[config.mk]
export PLATFORM = sky130hd
export DESIGN_NAME = irq_status_unit
export DESIGN_NICKNAME = d
export VERILOG_FILES = /design/src/rtl/isr_pkg.sv /design/src/rtl/isr_level_cmp.sv /design/src/rtl/isr_event_map.sv /design/src/rtl/isr_read_mux.sv /design/src/rtl/irq_status_unit.sv
export SDC_FILE = /design/constraint.sdc
export NUM_CORES = 1
export LEC_CHECK = 0
export ABC_AREA = 1
export BUFFER_PORTS_ARGS = -buffer_cell sky130_fd_sc_hd__buf_2
export CORE_MARGIN = 4
export CORE_UTILIZATION = 45
export DETAILED_ROUTE_END_ITERATION = 8
export PLACE_DENSITY = 0.8
export RECOVER_POWER = 50
export SLEW_MARGIN = 40
export SYNTH_ARGS = -nofsm -noshare
export SYNTH_HDL_FRONTEND = slang
export SYNTH_HIERARCHICAL = 1
export SYNTH_SLANG_ARGS = --single-unit
[constraint.sdc]
create_clock -name clk -period 3 [get_ports clk]
set_clock_uncertainty 0.1 [all_clocks]
set_input_delay 0.45 -clock clk [delete_from_list [all_inputs] [get_ports clk]]
set_output_delay 0.45 -clock clk [all_outputs]
set_load 0.02 [all_outputs]
[src/rtl/isr_pkg.sv]
package isr_pkg;

    // status vector geometry
    localparam int STAT_W = 12;

    // status bit positions (software decodes these)
    localparam int B_TX_EMPTY  = 0;
    localparam int B_TX_FULL   = 1;
    localparam int B_TX_THR    = 2;
    localparam int B_RX_EMPTY  = 3;
    localparam int B_RX_FULL   = 4;
    localparam int B_RX_THR    = 5;
    localparam int B_DESC_DONE = 9;
    localparam int B_PKT_DONE  = 10;
    localparam int B_DMA_ERR   = 11;

    // implemented status bits
    localparam logic [STAT_W-1:0] STAT_IMPL = 12'hE3F;

    // register word addresses
    localparam int ADR_CTRL   = 0;
    localparam int ADR_THRESH = 1;
    localparam int ADR_EVEN   = 2;
    localparam int ADR_STATUS = 3;
    localparam int ADR_LINEEN = 4;

    // field positions
    localparam int SRST_BIT = 16;
    localparam int TXT_LSB  = 8;
    localparam int RXT_LSB  = 0;

endpackage

[src/rtl/isr_level_cmp.sv]
module isr_level_cmp #(
    parameter int LVL_W = 6,
    parameter int THR_W = 5
) (
    input  logic [LVL_W-1:0] tx_level,
    input  logic [LVL_W-1:0] rx_level,
    input  logic [THR_W-1:0] tx_thr,
    input  logic [THR_W-1:0] rx_thr,
    output logic             tx_hit,
    output logic             rx_hit
);
    localparam int CW = (LVL_W > THR_W) ? LVL_W : THR_W;

    logic [CW-1:0] tx_lvl_x, rx_lvl_x, tx_thr_x, rx_thr_x;

    always_comb begin
        tx_lvl_x = CW'(tx_level);
        rx_lvl_x = CW'(rx_level);
        tx_thr_x = CW'(tx_thr);
        rx_thr_x = CW'(rx_thr);
        // transmit side runs low, receive side fills up
        tx_hit   = (tx_lvl_x <= tx_thr_x);
        rx_hit   = (rx_lvl_x >= rx_thr_x);
    end

endmodule

[src/rtl/isr_event_map.sv]
module isr_event_map
    import isr_pkg::*;
(
    input  logic              tx_empty_ev,
    input  logic              tx_full_ev,
    input  logic              tx_hit,
    input  logic              rx_empty_ev,
    input  logic              rx_full_ev,
    input  logic              rx_hit,
    input  logic              desc_done_ev,
    input  logic              pkt_done_ev,
    input  logic              dma_err_ev,
    output logic [STAT_W-1:0] raw_ev
);
    always_comb begin
        raw_ev              = '0;
        raw_ev[B_TX_EMPTY]  = tx_empty_ev;
        raw_ev[B_TX_FULL]   = tx_full_ev;
        raw_ev[B_TX_THR]    = tx_hit;
        raw_ev[B_RX_EMPTY]  = rx_empty_ev;
        raw_ev[B_RX_FULL]   = rx_full_ev;
        raw_ev[B_RX_THR]    = rx_hit;
        raw_ev[B_DESC_DONE] = desc_done_ev;
        raw_ev[B_PKT_DONE]  = pkt_done_ev;
        raw_ev[B_DMA_ERR]   = dma_err_ev;
    end

endmodule

[src/rtl/isr_read_mux.sv]
module isr_read_mux
    import isr_pkg::*;
#(
    parameter int DATA_W = 32,
    parameter int ADDR_W = 3,
    parameter int THR_W  = 5
) (
    input  logic [ADDR_W-1:0] addr,
    input  logic              srst,
    input  logic [THR_W-1:0]  tx_thr,
    input  logic [THR_W-1:0]  rx_thr,
    input  logic [STAT_W-1:0] en,
    input  logic [STAT_W-1:0] status,
    input  logic [STAT_W-1:0] line,
    output logic [DATA_W-1:0] rdata
);
    localparam logic [ADDR_W-1:0] A_CTRL   = ADDR_W'(ADR_CTRL);
    localparam logic [ADDR_W-1:0] A_THRESH = ADDR_W'(ADR_THRESH);
    localparam logic [ADDR_W-1:0] A_EVEN   = ADDR_W'(ADR_EVEN);
    localparam logic [ADDR_W-1:0] A_STATUS = ADDR_W'(ADR_STATUS);
    localparam logic [ADDR_W-1:0] A_LINEEN = ADDR_W'(ADR_LINEEN);

    always_comb begin
        rdata = '0;
        case (addr)
            A_CTRL:   rdata[SRST_BIT] = srst;
            A_THRESH: begin
                rdata[TXT_LSB +: THR_W] = tx_thr;
                rdata[RXT_LSB +: THR_W] = rx_thr;
            end
            A_EVEN:   rdata[STAT_W-1:0] = en;
            A_STATUS: rdata[STAT_W-1:0] = status;
            A_LINEEN: rdata[STAT_W-1:0] = line;
            default:  rdata = '0;
        endcase
    end

endmodule

[src/rtl/irq_status_unit.sv]
module irq_status_unit
    import isr_pkg::*;
#(
    parameter int DATA_W = 32,
    parameter int ADDR_W = 3,
    parameter int THR_W  = 5,
    parameter int LVL_W  = 6
) (
    input  logic              clk,
    input  logic              rst_n,
    input  logic              reg_wen,
    input  logic [ADDR_W-1:0] reg_addr,
    input  logic [DATA_W-1:0] reg_wdata,
    output logic [DATA_W-1:0] reg_rdata,
    input  logic [LVL_W-1:0]  tx_level,
    input  logic [LVL_W-1:0]  rx_level,
    input  logic              tx_empty_ev,
    input  logic              tx_full_ev,
    input  logic              rx_empty_ev,
    input  logic              rx_full_ev,
    input  logic              desc_done_ev,
    input  logic              pkt_done_ev,
    input  logic              dma_err_ev,
    output logic              irq
);
    localparam logic [ADDR_W-1:0] A_CTRL   = ADDR_W'(ADR_CTRL);
    localparam logic [ADDR_W-1:0] A_THRESH = ADDR_W'(ADR_THRESH);
    localparam logic [ADDR_W-1:0] A_EVEN   = ADDR_W'(ADR_EVEN);
    localparam logic [ADDR_W-1:0] A_LINEEN = ADDR_W'(ADR_LINEEN);

    typedef struct packed {
        logic              srst;
        logic [THR_W-1:0]  tx_thr;
        logic [THR_W-1:0]  rx_thr;
        logic [STAT_W-1:0] en;
        logic [STAT_W-1:0] line;
        logic [STAT_W-1:0] status;
        logic              irq;
    } state_t;

    state_t st_d, st_q;

    logic              tx_hit, rx_hit;
    logic [STAT_W-1:0] raw_ev;

    // observation taps for the bound checker
    logic              srst_w;
    logic [THR_W-1:0]  tx_thr_w, rx_thr_w;
    logic [STAT_W-1:0] en_w, line_w, status_w;

    wire unused_wdata_bits = ^reg_wdata;

    isr_level_cmp #(.LVL_W(LVL_W), .THR_W(THR_W)) u_cmp (
        .tx_level (tx_level),
        .rx_level (rx_level),
        .tx_thr   (st_q.tx_thr),
        .rx_thr   (st_q.rx_thr),
        .tx_hit   (tx_hit),
        .rx_hit   (rx_hit)
    );

    isr_event_map u_map (
        .tx_empty_ev  (tx_empty_ev),
        .tx_full_ev   (tx_full_ev),
        .tx_hit       (tx_hit),
        .rx_empty_ev  (rx_empty_ev),
        .rx_full_ev   (rx_full_ev),
        .rx_hit       (rx_hit),
        .desc_done_ev (desc_done_ev),
        .pkt_done_ev  (pkt_done_ev),
        .dma_err_ev   (dma_err_ev),
        .raw_ev       (raw_ev)
    );

    isr_read_mux #(.DATA_W(DATA_W), .ADDR_W(ADDR_W), .THR_W(THR_W)) u_rd (
        .addr   (reg_addr),
        .srst   (st_q.srst),
        .tx_thr (st_q.tx_thr),
        .rx_thr (st_q.rx_thr),
        .en     (st_q.en),
        .status (st_q.status),
        .line   (st_q.line),
        .rdata  (reg_rdata)
    );

    always_comb begin
        st_d = st_q;
        if (st_q.srst) begin
            // soft reset cycle: everything returns to zero
            st_d = '0;
        end else begin
            if (reg_wen) begin
                case (reg_addr)
                    A_CTRL:   st_d.srst = reg_wdata[SRST_BIT];
                    A_THRESH: begin
                        st_d.tx_thr = reg_wdata[TXT_LSB +: THR_W];
                        st_d.rx_thr = reg_wdata[RXT_LSB +: THR_W];
                    end
                    A_EVEN:   st_d.en   = reg_wdata[STAT_W-1:0] & STAT_IMPL;
                    A_LINEEN: st_d.line = reg_wdata[STAT_W-1:0] & STAT_IMPL;
                    default:  ;
                endcase
            end
            // latch against the mask that will hold after this edge
            st_d.status = (st_q.status | raw_ev) & st_d.en;
            st_d.irq    = |(st_d.status & st_d.en & st_d.line);
        end
    end

    always_ff @(posedge clk or negedge rst_n) begin
        if (!rst_n) begin
            st_q <= '0;
        end else begin
            st_q <= st_d;
        end
    end

    assign irq      = st_q.irq;
    assign srst_w   = st_q.srst;
    assign tx_thr_w = st_q.tx_thr;
    assign rx_thr_w = st_q.rx_thr;
    assign en_w     = st_q.en;
    assign line_w   = st_q.line;
    assign status_w = st_q.status;

endmodule

# Yosys cells after proc, flatten, opt, wreduce, memory -nomap -nowiden
# Cells that the tools add are included.
# W data, S select, Z words.
[op_classes] n_lt_le_gt_ge=2 eq_ne=4 muxes=12 n_bitwise=4 n_reduce_logical=5
[op_table] op="$mux W35" n=2
[op_table] op="$mux W48" n=1
[op_table] op="$and A12 B12 Y12" n=3
[op_table] op="$mux W12" n=2
[op_table] op="$pmux W5 S4" n=1
[op_table] op="$pmux W4 S4" n=1
[op_table] op="$or A12 B12 Y12" n=1
[op_table] op="$reduce_or A12 Y1" n=1
[op_table] op="$mux W10" n=1
[op_table] op="$pmux W3 S3" n=1
[op_table] op="$eq A3 B2 Y1 const B" n=2
[op_table] op="$ge A6 B5 Y1" n=1
[op_table] op="$le A6 B5 Y1" n=1
[op_table] op="$reduce_bool A2 Y1" n=2
[op_table] op="$eq A3 B1 Y1 const B" n=1
[op_table] op="$eq A3 B3 Y1 const B" n=1
[op_table] op="$logic_not A3 Y1" n=1
[op_table] op="$mux W1" n=3
[op_table] op="$reduce_and A2 Y1" n=1
[totals] register_bits=48 inputBits=57 out_inout_bits=33

# Depth between registers and ports, before layout
[depth] word_depth=9 mapped_depth=15

# By module
# Netlist, hierarchy kept.
[modules_own_cells] module="irq_status_unit" n_inst=1 cells_per_inst=255 area_each_um2=2130.8
[modules_own_cells] module="isr_read_mux" n_inst=1 cells_per_inst=135 area_each_um2=770.7
[modules_own_cells] module="isr_level_cmp" n_inst=1 cells_per_inst=49 area_each_um2=289.0
[modules_own_cells] module="isr_event_map" n_inst=1 cells_per_inst=13 area_each_um2=93.8

# Worst setup path after synthesis
# No wires, ideal clock.
[synth_path] kind="input to register" start="in rx_level[3]" end="reg st_q (netlist bit irq)" setup_time_ns=0.113 arrival_ns=1.790 t_required_ns=2.787 path_slack_ns=0.997 path_stages=13 path_cell_list="ha_1 > a21oi_1 > nor2_1 > nor2_1 > nand2_1 > buf_4 > or2_2 > nand3_1 > nand2_1 > nor2_1 > nand3_1 > nand2_1 > inv_1"
[synth_lines] element="start: declaration" line_no="irq_status_unit.sv:16" text="input logic [LVL_W-1:0] rx_level,"
[synth_lines] element="end signal: assignment" line_no="irq_status_unit.sv:114" text="st_q <= st_d;"
[synth_lines] element="end: declaration" line_no="irq_status_unit.sv:41" text="state_t st_d, st_q;"

# Final worst setup path
[layout_path] start="in reg_addr[0]" end="out reg_rdata[5]"
[layout_between] elab_chain_len=2 word_cells_on_any_way=4 cone_classes="3 x eq/ne; 1 x mux"
[layout_rtl] element="start: declaration" line_no="irq_status_unit.sv:12" text="input logic [ADDR_W-1:0] reg_addr,"
[layout_rtl] element="$eq A3 B3 Y1 / $eq A3 B2 Y1 (equally long branches)" line_no="isr_read_mux.sv:25" text="case (addr)"
[layout_rtl] element="$pmux W3 S3 (*)" line_no="isr_read_mux.sv:25"
[layout_rtl] element="end: declaration" line_no="irq_status_unit.sv:14" text="output logic [DATA_W-1:0] reg_rdata,"
# Every way passes the cells marked *; elsewhere a longest branch is shown, timed or not.

==> out/metrics.cfg <==
[cts]
cts_root_buf=sky130_fd_sc_hd__clkbuf_8
clk_pin_slew_worst_paths_ns=0.08
cts_max_level=2
cts-resized-gates=0
cts_inserted_buffers=5
post-cts-setup-buffers=0
max-clock-path-buffers=2
clock_sink_count=48
hold_buffers=0
tritoncts=built
clock_insertion_delay_worst_skew_ns=0.30

[final_layout]
final_util_pct=49.5
syn2layout_area_growth_pct=4.72
regArea_sq_mm=0.00120
nets=549
layout-drive-gt1-share_pct=16.8
antenna_cells_inserted=0
number_of_fill_cells_in_the_layout=695
multi_input_area_sq_mm=0.00158

[run_status]
outcome=finished, final reports clean

[floorplan]
rows=30
design.die.area_sq_mm=0.00873
ioPinCount=90
initial_core_util_pct=47.3
core-area_sq_mm=0.00694
floorplan.die.height_um=93.4
chipWidth_um=93.4

[yosys]
synthDistinctLibCells=30
synth_top_area_share_pct=36.6
ys_ff_latch=48
seq_area_frac_synth_pct=36.6
synth_area_leader_cell=sky130_fd_sc_hd__dfrtp_1
synth.cell_area_sq_mm=0.00328
synth_area_per_cell_sq_um=7.27
syn-instance-count=452
synth.area.top_cells=sky130_fd_sc_hd__dfrtp_1 (37%), sky130_fd_sc_hd__nand2_1 (14%), sky130_fd_sc_hd__nand3_1 (8.8%)
synth-warning-count=6

[worst_setup_path]
timing.critical_path.fanout_max=27
worstSetupPathType=in -> out
timing.critical_path.slowest_cell_delay_ns=0.50
cp_startpoint_kind=input pin
worst_path_max_delay_cell=sky130_fd_sc_hd__buf_2
critical_path.endpoint_type=primary output
arrival_ns=1.80
cell_chain_critical_path=buf_2 -> inv_2 -> nand2_1 -> nor2_1 -> nand2_1 -> nand3_1 -> buf_2
worst-endpoint-required_ns=2.45

[route]
vias_per_cell=5.10
via_count=2947
antenna_violating_nets_post_route=0
drt-pass1-iter-count=4
drt-total-wl_um=7900
routedWlPerCell_um=13.7
drc=0
drt_iter0_markers=335

[grt]
antenna_found_initial=0
grt_first_pass_wirelength_um=13600
grt_remaining_overflow=0
grt.total_usage_pct=19.3
first_global_vias=2865
grt_start_max_net_pins=49

[timing]
timing_worst_slew_pin_value_ns=1.22
max_freq_mhz=426
timing.final.crit_period_ns=2.35
final.setup.tns_ns=0
timing.final.setup_violations=0
drv_slew=0
hold_violation_total_from_the_final_report=0
timing.slew.headroom_pct=18.9
post-route-period-util_pct=78.3
grt_setup_unrepaired=no

[hold_path]
worstHoldPathType=in -> reg

[placed_design]
place.gp.congestion=0.857
io_buffers=51
place.detailed.hpwl_um=5680

[power]
cellLeakagePower_uw=0.00195
ir_drop_v=0.000219
cellPowerDensity_mw_per_mm2=456

[flow_run]
cap_violations=0

==> worst paths after layout <==
check	start	end	slack, ns	depth (start not counted)
worst max-delay path	reg_addr[0]	reg_rdata[5]	0.65	7
worst min-delay path	reg_wdata[12]	tx_thr_w[4]$_DFFE_PN0P_	0.29	3
worst max register to register	rx_thr_w[3]$_DFFE_PN0P_	irq$_DFF_PN0_	0.89	13
worst min register to register	en_w[7]$_DFF_PN0_	en_w[7]$_DFF_PN0_	0.43	2
max in group asynchronous	rst_n	status_w[8]$_DFF_PN0_	1.77	1
min in group asynchronous	rst_n	line_w[7]$_DFF_PN0_	0.30	1
==> cells in the mapped netlist, drive strengths merged <==
cell type,count
inv,49
or2,13
ha,10
nor3,7
buf,43
nor2,36
nand4,30
o21bai,1
dfrtp,48
conb,2
o21ai,1
clkbuf,6
nand3,58
clkinv,1
nor4,1
a21oi,20
nand2,125
and3,1
==> layout make-up <==
type | count | share of cell area [%]
Multi-Input combinational cell | 324 | 46.0
Inverter | 50 | 5.53
Sequential cell | 48 | 34.9
Clock buffer | 6 | 2.11
Tap cell | 96 | 3.49
Clock inverter | 1 | 0.146
Timing Repair Buffer | 53 | 7.82
==> metal layers <==
metal | global-route usage, % | vias to the layer above | wire, um
met5 | 0 | - | 0
met4 | 5.74 | 0 | 167
met3 | 4.26 | 20 | 635
met2 | 32.1 | 121 | 3790
met1 | 24.9 | 1341 | 3310
li1 | - | 1465 | -
==> stage by stage <==
stage / instances / hold slack, ns / total power, uW / setup slack [ns] / area [sq um]
6_report: 578 / 0.289 / 1570 / 0.650 / 3440
2_1_floorplan: 471 / 0.0544 / 1120 / 0.997 / 3360
4_1_cts: 578 / 0.0813 / 1580 / 0.673 / 3450
3_5_place_dp: 571 / 0.407 / 1210 / 0.630 / 3380
3_3_place_gp: 571 / 0.413 / 1200 / 0.655 / 3370
5_1_grt: 578 / 0.287 / 1680 / 0.524 / 3440
==> cell usage in the layout, fill, tap and decap left out, types with 6 or more instances in the layout <==
master / n
sky130_fd_sc_hd__nand2_1: 124
sky130_fd_sc_hd__nand3_1: 58
sky130_fd_sc_hd__buf_2: 49
sky130_fd_sc_hd__dfrtp_1: 48
sky130_fd_sc_hd__inv_1: 45
sky130_fd_sc_hd__nor2_1: 32
sky130_fd_sc_hd__nand4_1: 30
sky130_fd_sc_hd__conb_1: 21
sky130_fd_sc_hd__a21oi_1: 19
sky130_fd_sc_hd__or2_2: 11
sky130_fd_sc_hd__ha_1: 10
sky130_fd_sc_hd__nor3_1: 6
==> cell families after synthesis <==
group,count (synthesis),share of synthesized area (%)
buf+inv,99,17.1
compound gates,22,3.54
simple gates,271,38.7
other cells,2,0.229
fa+ha+maj,10,3.81
flops,48,36.6
==> power by group <==
group          internal [uW]  switching [uW]
registers                732            52.8
clock network            159             210
logic                    142             272
==> flip-flops by register name, summed over array words and instances (netlist names) <==
| signal | count |
|---|---|
| en_w | 12 |
| line_w | 12 |
| status_w | 12 |
| rx_thr_w | 5 |
| tx_thr_w | 5 |
| irq | 1 |
| srst_w | 1 |
==> critical path: cells and delay by family <==
kind,cells,cell delay [ns]
buffers and inverters,3,0.91
AND/OR/NAND/NOR,4,0.41
Note: power is estimated with default switching activity, not from simulation.
